**src/rtl/cmd_ring_pkg.sv**
```systemverilog
package cmd_ring_pkg;
  typedef enum logic {
    SEL_WP = 1'b0,
    SEL_RP = 1'b1
  } reg_sel_e;

  localparam int unsigned REG_W   = 16;
  localparam int unsigned RST_BIT = 15;
endpackage

```
**src/rtl/cmd_ring_regs.sv**
```systemverilog
module cmd_ring_regs
  import cmd_ring_pkg::*;
#(
  parameter int unsigned PTR_W = 8
) (
  input  logic             clk_i,
  input  logic             rst_ni,
  input  logic             reg_we_i,
  input  logic             reg_sel_i,
  input  logic [REG_W-1:0] reg_wdata_i,
  input  logic             engine_active_i,
  input  logic [PTR_W-1:0] rp_i,
  output logic [PTR_W-1:0] wp_o,
  output logic             flush_o,
  output logic             hold_o,
  output logic [REG_W-1:0] reg_rdata_o
);
  logic [PTR_W-1:0] wp_q;
  logic             pend_q, done_q;
  logic             wr_wp, wr_rp, rst_accept, rst_clear;
  logic             unused_wdata;

  assign unused_wdata = ^reg_wdata_i[RST_BIT-1:PTR_W];

  assign wr_wp      = reg_we_i && (reg_sel_i == SEL_WP);
  assign wr_rp      = reg_we_i && (reg_sel_i == SEL_RP);
  assign rst_accept = wr_rp && reg_wdata_i[RST_BIT] && !engine_active_i;
  assign rst_clear  = wr_rp && !reg_wdata_i[RST_BIT];

  always_ff @(posedge clk_i or negedge rst_ni) begin
    if (!rst_ni) begin
      wp_q <= '0;
    end else if (wr_wp) begin
      wp_q <= reg_wdata_i[PTR_W-1:0];
    end
  end

  // pend: flush done this edge, flag follows one cycle later
  always_ff @(posedge clk_i or negedge rst_ni) begin
    if (!rst_ni) begin
      pend_q <= 1'b0;
      done_q <= 1'b0;
    end else if (rst_clear) begin
      pend_q <= 1'b0;
      done_q <= 1'b0;
    end else if (rst_accept) begin
      pend_q <= 1'b1;
    end else if (pend_q) begin
      pend_q <= 1'b0;
      done_q <= 1'b1;
    end
  end

  assign wp_o    = wp_q;
  assign flush_o = rst_accept;
  assign hold_o  = pend_q || done_q;

  always_comb begin
    reg_rdata_o = '0;
    if (reg_sel_i == SEL_WP) begin
      reg_rdata_o[PTR_W-1:0] = wp_q;
    end else begin
      reg_rdata_o[PTR_W-1:0] = rp_i;
      reg_rdata_o[RST_BIT]   = done_q;
    end
  end

  AST_RST_ZEROES_RP: assert property (@(posedge clk_i) disable iff (!rst_ni)
    rst_accept |=> (rp_i == '0));
  AST_FLAG_AFTER_FLUSH: assert property (@(posedge clk_i) disable iff (!rst_ni)
    $rose(done_q) |-> $past(rst_accept) || $past(pend_q));
  AST_MISUSE_IGNORED: assert property (@(posedge clk_i) disable iff (!rst_ni)
    (wr_rp && reg_wdata_i[RST_BIT] && engine_active_i && !pend_q && !done_q) |=> !done_q && !pend_q);
endmodule

```
**src/rtl/cmd_ring_fifo.sv**
```systemverilog
module cmd_ring_fifo #(
  parameter int unsigned DEPTH  = 4,
  parameter int unsigned DATA_W = 32
) (
  input  logic              clk_i,
  input  logic              rst_ni,
  input  logic              flush_i,
  input  logic              push_i,
  input  logic [DATA_W-1:0] data_i,
  input  logic              pop_i,
  output logic              valid_o,
  output logic [DATA_W-1:0] data_o,
  output logic              full_o
);
  localparam int unsigned IDX_W = (DEPTH > 1) ? $clog2(DEPTH) : 1;
  localparam int unsigned CNT_W = $clog2(DEPTH + 1);
  localparam logic [IDX_W-1:0] LAST = IDX_W'(DEPTH - 1);
  localparam logic [CNT_W-1:0] FULL = CNT_W'(DEPTH);

  logic [DATA_W-1:0] mem_q [DEPTH];
  logic [IDX_W-1:0]  wr_q, rd_q;
  logic [CNT_W-1:0]  cnt_q;
  logic              do_pop;

  assign do_pop = pop_i && (cnt_q != '0);

  for (genvar g = 0; g < DEPTH; g++) begin : g_slot
    always_ff @(posedge clk_i) begin
      if (push_i && (wr_q == IDX_W'(g))) mem_q[g] <= data_i;
    end
  end

  always_ff @(posedge clk_i or negedge rst_ni) begin
    if (!rst_ni) begin
      wr_q  <= '0;
      rd_q  <= '0;
      cnt_q <= '0;
    end else if (flush_i) begin
      wr_q  <= '0;
      rd_q  <= '0;
      cnt_q <= '0;
    end else begin
      if (push_i) wr_q <= (wr_q == LAST) ? '0 : wr_q + 1'b1;
      if (do_pop) rd_q <= (rd_q == LAST) ? '0 : rd_q + 1'b1;
      case ({push_i, do_pop})
        2'b10:   cnt_q <= cnt_q + 1'b1;
        2'b01:   cnt_q <= cnt_q - 1'b1;
        default: cnt_q <= cnt_q;
      endcase
    end
  end

  assign valid_o = (cnt_q != '0);
  assign data_o  = mem_q[rd_q];
  assign full_o  = (cnt_q == FULL);

  AST_NO_OVERFLOW: assert property (@(posedge clk_i) disable iff (!rst_ni)
    push_i |-> !full_o || do_pop);
  AST_FLUSH_EMPTY: assert property (@(posedge clk_i) disable iff (!rst_ni)
    flush_i |=> !valid_o);
endmodule

```
**src/rtl/cmd_ring_fetch.sv**
```systemverilog
module cmd_ring_fetch #(
  parameter int unsigned PTR_W  = 8,
  parameter int unsigned ADDR_W = 32
) (
  input  logic              clk_i,
  input  logic              rst_ni,
  input  logic              run_i,
  input  logic [PTR_W-1:0]  wp_i,
  input  logic              hold_i,
  input  logic              flush_i,
  input  logic              buf_full_i,
  input  logic [ADDR_W-1:0] base_addr_i,
  input  logic              mem_rvalid_i,
  output logic [PTR_W-1:0]  rp_o,
  output logic              mem_req_o,
  output logic [ADDR_W-1:0] mem_addr_o,
  output logic              push_o,
  output logic              active_o
);
  localparam int unsigned OFF_W = PTR_W + 2;

  logic [PTR_W-1:0]  rp_q, rp_next;
  logic              busy_q, issue, ret;
  logic [ADDR_W-1:0] addr_q;

  assign rp_next = rp_q + 1'b1;
  assign issue   = run_i && !busy_q && !hold_i && !buf_full_i && (rp_q != wp_i);
  assign ret     = busy_q && mem_rvalid_i;

  always_ff @(posedge clk_i or negedge rst_ni) begin
    if (!rst_ni) begin
      rp_q <= '0;
    end else if (flush_i) begin
      rp_q <= '0;
    end else if (ret) begin
      rp_q <= rp_next;
    end
  end

  always_ff @(posedge clk_i or negedge rst_ni) begin
    if (!rst_ni) begin
      busy_q <= 1'b0;
      addr_q <= '0;
    end else if (issue) begin
      busy_q <= 1'b1;
      addr_q <= base_addr_i + ADDR_W'(OFF_W'({rp_next, 2'b00}));
    end else if (ret) begin
      busy_q <= 1'b0;
    end
  end

  assign rp_o       = rp_q;
  assign mem_req_o  = busy_q;
  assign mem_addr_o = addr_q;
  assign push_o     = ret;
  assign active_o   = run_i || busy_q;

  AST_REQ_HOLD: assert property (@(posedge clk_i) disable iff (!rst_ni)
    (mem_req_o && !mem_rvalid_i) |=> mem_req_o && $stable(mem_addr_o));
  AST_IDLE_AT_WP: assert property (@(posedge clk_i) disable iff (!rst_ni)
    ((rp_q == wp_i) && !mem_req_o) |=> !mem_req_o);
  AST_RUN_LOW_NO_NEW: assert property (@(posedge clk_i) disable iff (!rst_ni)
    (!run_i && !mem_req_o) |=> !mem_req_o);
  AST_HOLD_NO_NEW: assert property (@(posedge clk_i) disable iff (!rst_ni)
    (hold_i && !mem_req_o) |=> !mem_req_o);
endmodule

```
**src/rtl/cmd_ring_ctrl.sv**
```systemverilog
module cmd_ring_ctrl
  import cmd_ring_pkg::*;
#(
  parameter int unsigned PTR_W     = 8,
  parameter int unsigned ADDR_W    = 32,
  parameter int unsigned DATA_W    = 32,
  parameter int unsigned BUF_DEPTH = 4
) (
  input  logic              clk_i,
  input  logic              rst_ni,
  input  logic              reg_we_i,
  input  logic              reg_sel_i,
  input  logic [REG_W-1:0]  reg_wdata_i,
  output logic [REG_W-1:0]  reg_rdata_o,
  input  logic              run_i,
  output logic              engine_active_o,
  input  logic [ADDR_W-1:0] base_addr_i,
  output logic              mem_req_o,
  output logic [ADDR_W-1:0] mem_addr_o,
  input  logic              mem_rvalid_i,
  input  logic [DATA_W-1:0] mem_rdata_i,
  output logic              cmd_valid_o,
  output logic [DATA_W-1:0] cmd_data_o,
  input  logic              cmd_ready_i
);
  logic [PTR_W-1:0] wp, rp;
  logic             flush, hold, buf_full, push, active;

  cmd_ring_regs #(.PTR_W(PTR_W)) u_regs (
    .clk_i, .rst_ni, .reg_we_i, .reg_sel_i, .reg_wdata_i,
    .engine_active_i(active),
    .rp_i           (rp),
    .wp_o           (wp),
    .flush_o        (flush),
    .hold_o         (hold),
    .reg_rdata_o
  );

  cmd_ring_fetch #(.PTR_W(PTR_W), .ADDR_W(ADDR_W)) u_fetch (
    .clk_i, .rst_ni, .run_i,
    .wp_i        (wp),
    .hold_i      (hold),
    .flush_i     (flush),
    .buf_full_i  (buf_full),
    .base_addr_i,
    .mem_rvalid_i,
    .rp_o        (rp),
    .mem_req_o,
    .mem_addr_o,
    .push_o      (push),
    .active_o    (active)
  );

  cmd_ring_fifo #(.DEPTH(BUF_DEPTH), .DATA_W(DATA_W)) u_buf (
    .clk_i, .rst_ni,
    .flush_i (flush),
    .push_i  (push),
    .data_i  (mem_rdata_i),
    .pop_i   (cmd_ready_i),
    .valid_o (cmd_valid_o),
    .data_o  (cmd_data_o),
    .full_o  (buf_full)
  );

  assign engine_active_o = active;

  AST_CMD_STABLE: assert property (@(posedge clk_i) disable iff (!rst_ni)
    (cmd_valid_o && !cmd_ready_i && !flush) |=> cmd_valid_o && $stable(cmd_data_o));
endmodule

```
**config.mk**
```make
export PLATFORM = sky130hd
export DESIGN_NAME = cmd_ring_ctrl
export DESIGN_NICKNAME = d
export VERILOG_FILES = /design/src/rtl/cmd_ring_pkg.sv /design/src/rtl/cmd_ring_regs.sv /design/src/rtl/cmd_ring_fifo.sv /design/src/rtl/cmd_ring_fetch.sv /design/src/rtl/cmd_ring_ctrl.sv
export SDC_FILE = /design/constraint.sdc
export NUM_CORES = 1
export LEC_CHECK = 0
export BUFFER_PORTS_ARGS = -buffer_cell sky130_fd_sc_hd__buf_2
export CAP_MARGIN = 20
export CORE_MARGIN = 3
export CORE_UTILIZATION = 55
export CTS_BUF_LIST = sky130_fd_sc_hd__clkbuf_4
export CTS_CLUSTER_DIAMETER = 40
export DETAILED_ROUTE_END_ITERATION = 8
export PLACE_DENSITY = 0.83
export SLEW_MARGIN = 20
export SYNTH_ARGS = -nofsm -noshare
export SYNTH_HDL_FRONTEND = slang
export SYNTH_SLANG_ARGS = --single-unit
export TNS_END_PERCENT = 10
```
**constraint.sdc**
```tcl
create_clock -name clk_i -period 4.2 [get_ports clk_i]
set_input_delay 0.42 -clock clk_i [delete_from_list [all_inputs] [get_ports clk_i]]
set_output_delay 0.42 -clock clk_i [all_outputs]
set_load 0.005 [all_outputs]
```
==> flow_metrics.tcl <==
set metrics [dict create \
    status "completed" \
    slowest_delay_ns 0.60 \
    ant_nets 0 \
    p_sw_frac 0.3307 \
    tightestPinTransition_ns 1.044 \
    worstSkewPairLatency_ns 0.57 \
    cp_data_arrival_time_ns 3.66 \
    antenna_found_initial 0 \
    vdd_drop_max_v 0.0002678 \
    critical_path_class "reg2reg" \
    drt_iter0_drc 365 \
    grt_pass1_vias 5257 \
    end_kind "register" \
    p_sw_mw 1.747 \
    routed_via_density 5.661 \
    mostFrequentLayoutCell "buf_2" \
    synthAdderAreaFrac 0.02798 \
    critPathBufInv 0 \
    leakagePower_nw 3.705 \
    fin_nets 803 \
    numCtsBuffers 17 \
    path_cells "ha_1 > nand3_1 > nor2_1 > xor2_1 > ha_1 > a21o_1 > a21o_1 > a22oi_2 > o21ai_0 > a31oi_1" \
    synth_top_area_share 0.4723 \
    final_cell_mix "155 x buf_2, 128 x edfxtp_1, 57 x dfrtp_1" \
    startpoint_type "register" \
    hold-worst-slack_ns 0.05635 \
    n_antenna_cell 0 \
    reg2reg_depth 10 \
    crit_family "compound AO/OA/AOI/OAI gates" \
    cts_root_buf "clkbuf_4" \
    drv_cap 0 \
    setup_viol 0 \
    crit_path_max_fanout 21 \
    synth_ff_type "edfxtp_1" \
    power_density_mw_per_mm2 565.7 \
    power.share.combinational 0.320 \
    gp_congestion 0.8685 \
    max_slew_margin 0.3043 \
    start_util 0.5752 \
    rsz0062_at_grt "no" \
    finalSetupTns_ns 0 \
    synthArstFlopShare 0.3118 \
    skew_ns 0.02091 \
    cell_internal_pwr_mw 3.537 \
    worstSetupPathDepth 10 \
    ys_ff_latch 186 \
    wl_per_cell_um 18.33 \
    clock-sinks 186 \
    synth_top_family_by_area "multiplexers" \
    vias 5050 \
    synth_edf_count 128 \
    synthSimpleGateAreaFrac 0.08609 \
    ys_types 47 \
    seq_area_frac_synth 0.6506 \
    drive_gt1_frac 0.3581 \
    worstPathRequired_ns 4.68 \
    slowest_stage "a22oi_2" \
    wirelength_um 16350 \
    clk_pin_slew_worst_paths_ns 0.15 \
    hold-path-cell-count 1 \
    postCtsSetupRepairBufs 0 \
    clockBufferDepth 2 \
    synth_compound_area_frac 0.06072 \
    seq_power_share 0.492 \
    ys_top_cells_by_area "edfxtp_1 47%, dfrtp_1 18%, mux4_2 8.9%" \
    finalMaxSlewViolations 0 \
    dp_hpwl_um 11310 \
    clkPwrFrac 0.188 \
    io_buffers 155 \
    cts_tree "built" \
    syn_inst 547 \
    yosysTopAreaCell "edfxtp_1" \
    pre_cts_slack_ns 1.099 \
    die_y_um 127.7 \
    clock.fmax_mhz 314.8 \
    synth_area_mm2 0.008139 \
    yosysWarningCount 0 \
    io_pins 170 \
    syn_area_per_cell_um2 14.88 \
    dieWidth_um 127.7 \
    period_share 0.7563 \
    grt_max_degree 59 \
    dr.pass1.iters 5 \
    core_mm2 0.01415 \
    area_delta_synth_final_pct 14.77 \
    htreeDepth 4 \
    overflow 0 \
    rows 43 \
    layout_setup_ws_ns 1.023 \
    drcViolationCount 0 \
    hold_class "in2reg" \
    die-area_mm2 0.01629 \
    min_period_ns 3.177 \
    grt_pass1_wl_um 26480 \
    finalHoldViolations 0 \
    track_usage 0.2089 \
    synthMuxAreaShare 0.1107 \
    synth-xor-area-share 0.03659 \
    n_fill_cell 1050 \
]
==> what timing repair did <==
item	4_1_cts	5_1_grt
gates resized for setup	0	0
hold buffers	1	1
endpoints found under the hold margin	58	1
==> logic make-up (layout without fill, tap and decap cells) <==
| group | after synthesis | after routing |
|---|---|---|
| DFF | 186 | 186 |
| and+or+nand+nor | 136 | 136 |
| AOI/OAI and AO/OA | 80 | 80 |
| muxes | 48 | 48 |
| buffers and inverters | 45 | 204 |
| xor gates and xnor gates | 34 | 34 |
| adders and majority gates | 17 | 17 |
| other | 1 | 7 |
==> through the flow <==
| stage | power [mW] | instance area (µm²) | utilization | cells |
|---|---|---|---|---|
| after floorplan | 3.668 | 8162 | - | 553 |
| final | 5.284 | 9341 | 0.6602 | 892 |
| after CTS | 5.345 | 9330 | 0.6594 | 891 |
| after detailed placement | 4.366 | 9025 | 0.6378 | 858 |
| after global routing | 5.626 | 9341 | 0.6602 | 892 |
| after global placement | 4.277 | 9025 | 0.6378 | 858 |
==> final cells by class <==
type	count	area [µm²]	share of cell area
repair buffers	161	825.8	0.08840
well taps	180	225.2	0.02411
clock buffers	18	135.1	0.01447
multi-input cells	322	2658	0.2845
clock inverters	14	160.2	0.01714
flip-flops and latches	186	5296	0.5670
inverters	11	41.29	0.004420
==> registers in the layout, summed over array words and instances (netlist names) <==
signal,cells
u_regs.done_q,1
u_buf.rd_q,2
u_fetch.rp_o,8
u_buf.cnt_q,3
u_fetch.mem_addr_o,32
u_regs.wp_o,8
u_buf.wr_q,2
u_fetch.mem_req_o,1
u_buf.mem_q,128
u_regs.pend_q,1
==> cells in the mapped netlist, drive strengths merged (11+ instances only) <==
cell	number
nand3	16
clkbuf	16
mux4	32
buf	18
mux2	16
nand2	47
xnor2	16
inv	11
ha	15
o21ai	37
dfrtp	58
nor2	20
xor2	18
edfxtp	128
a31oi	12
==> final timing paths <==
path                            slack (ns)                     end             startpoint
worst max-delay path                  1.02  u_fetch.mem_addr_o[29]        u_fetch.rp_o[0]
worst min-delay path                  0.06      u_buf.mem_q[1][28]        mem_rdata_i[28]
worst max register to register        1.02  u_fetch.mem_addr_o[29]        u_fetch.rp_o[0]
worst min register to register        0.48   u_fetch.mem_addr_o[2]  u_fetch.mem_addr_o[2]
max in group asynchronous             3.17           u_buf.rd_q[0]                 rst_ni
min in group asynchronous             0.53  u_fetch.mem_addr_o[20]                 rst_ni
==> power by group through the flow <==
stage	logic (mW)	clock network (mW)	registers (mW)
after global routing	1.88	1.09	2.66
after floorplan	1.15	0	2.51
after CTS	1.72	1.01	2.61
final	1.69	0.995	2.60
after detailed placement	1.72	0	2.65
after global placement	1.66	0	2.61
==> routing by layer <==
layer | track usage | vias up | routed length, µm | part of all wire
met2 | 0.3500 | 195 | 8206 | 0.50
met3 | 0.06125 | 16 | 1287 | 0.079
li1 | - | 2372 | - | -
met1 | 0.2663 | 2467 | 6643 | 0.41
met4 | 0.06429 | 0 | 210 | 0.013
met5 | 0 | - | 0 | 0
No activity file was read; power rests on OpenSTA's default activity.
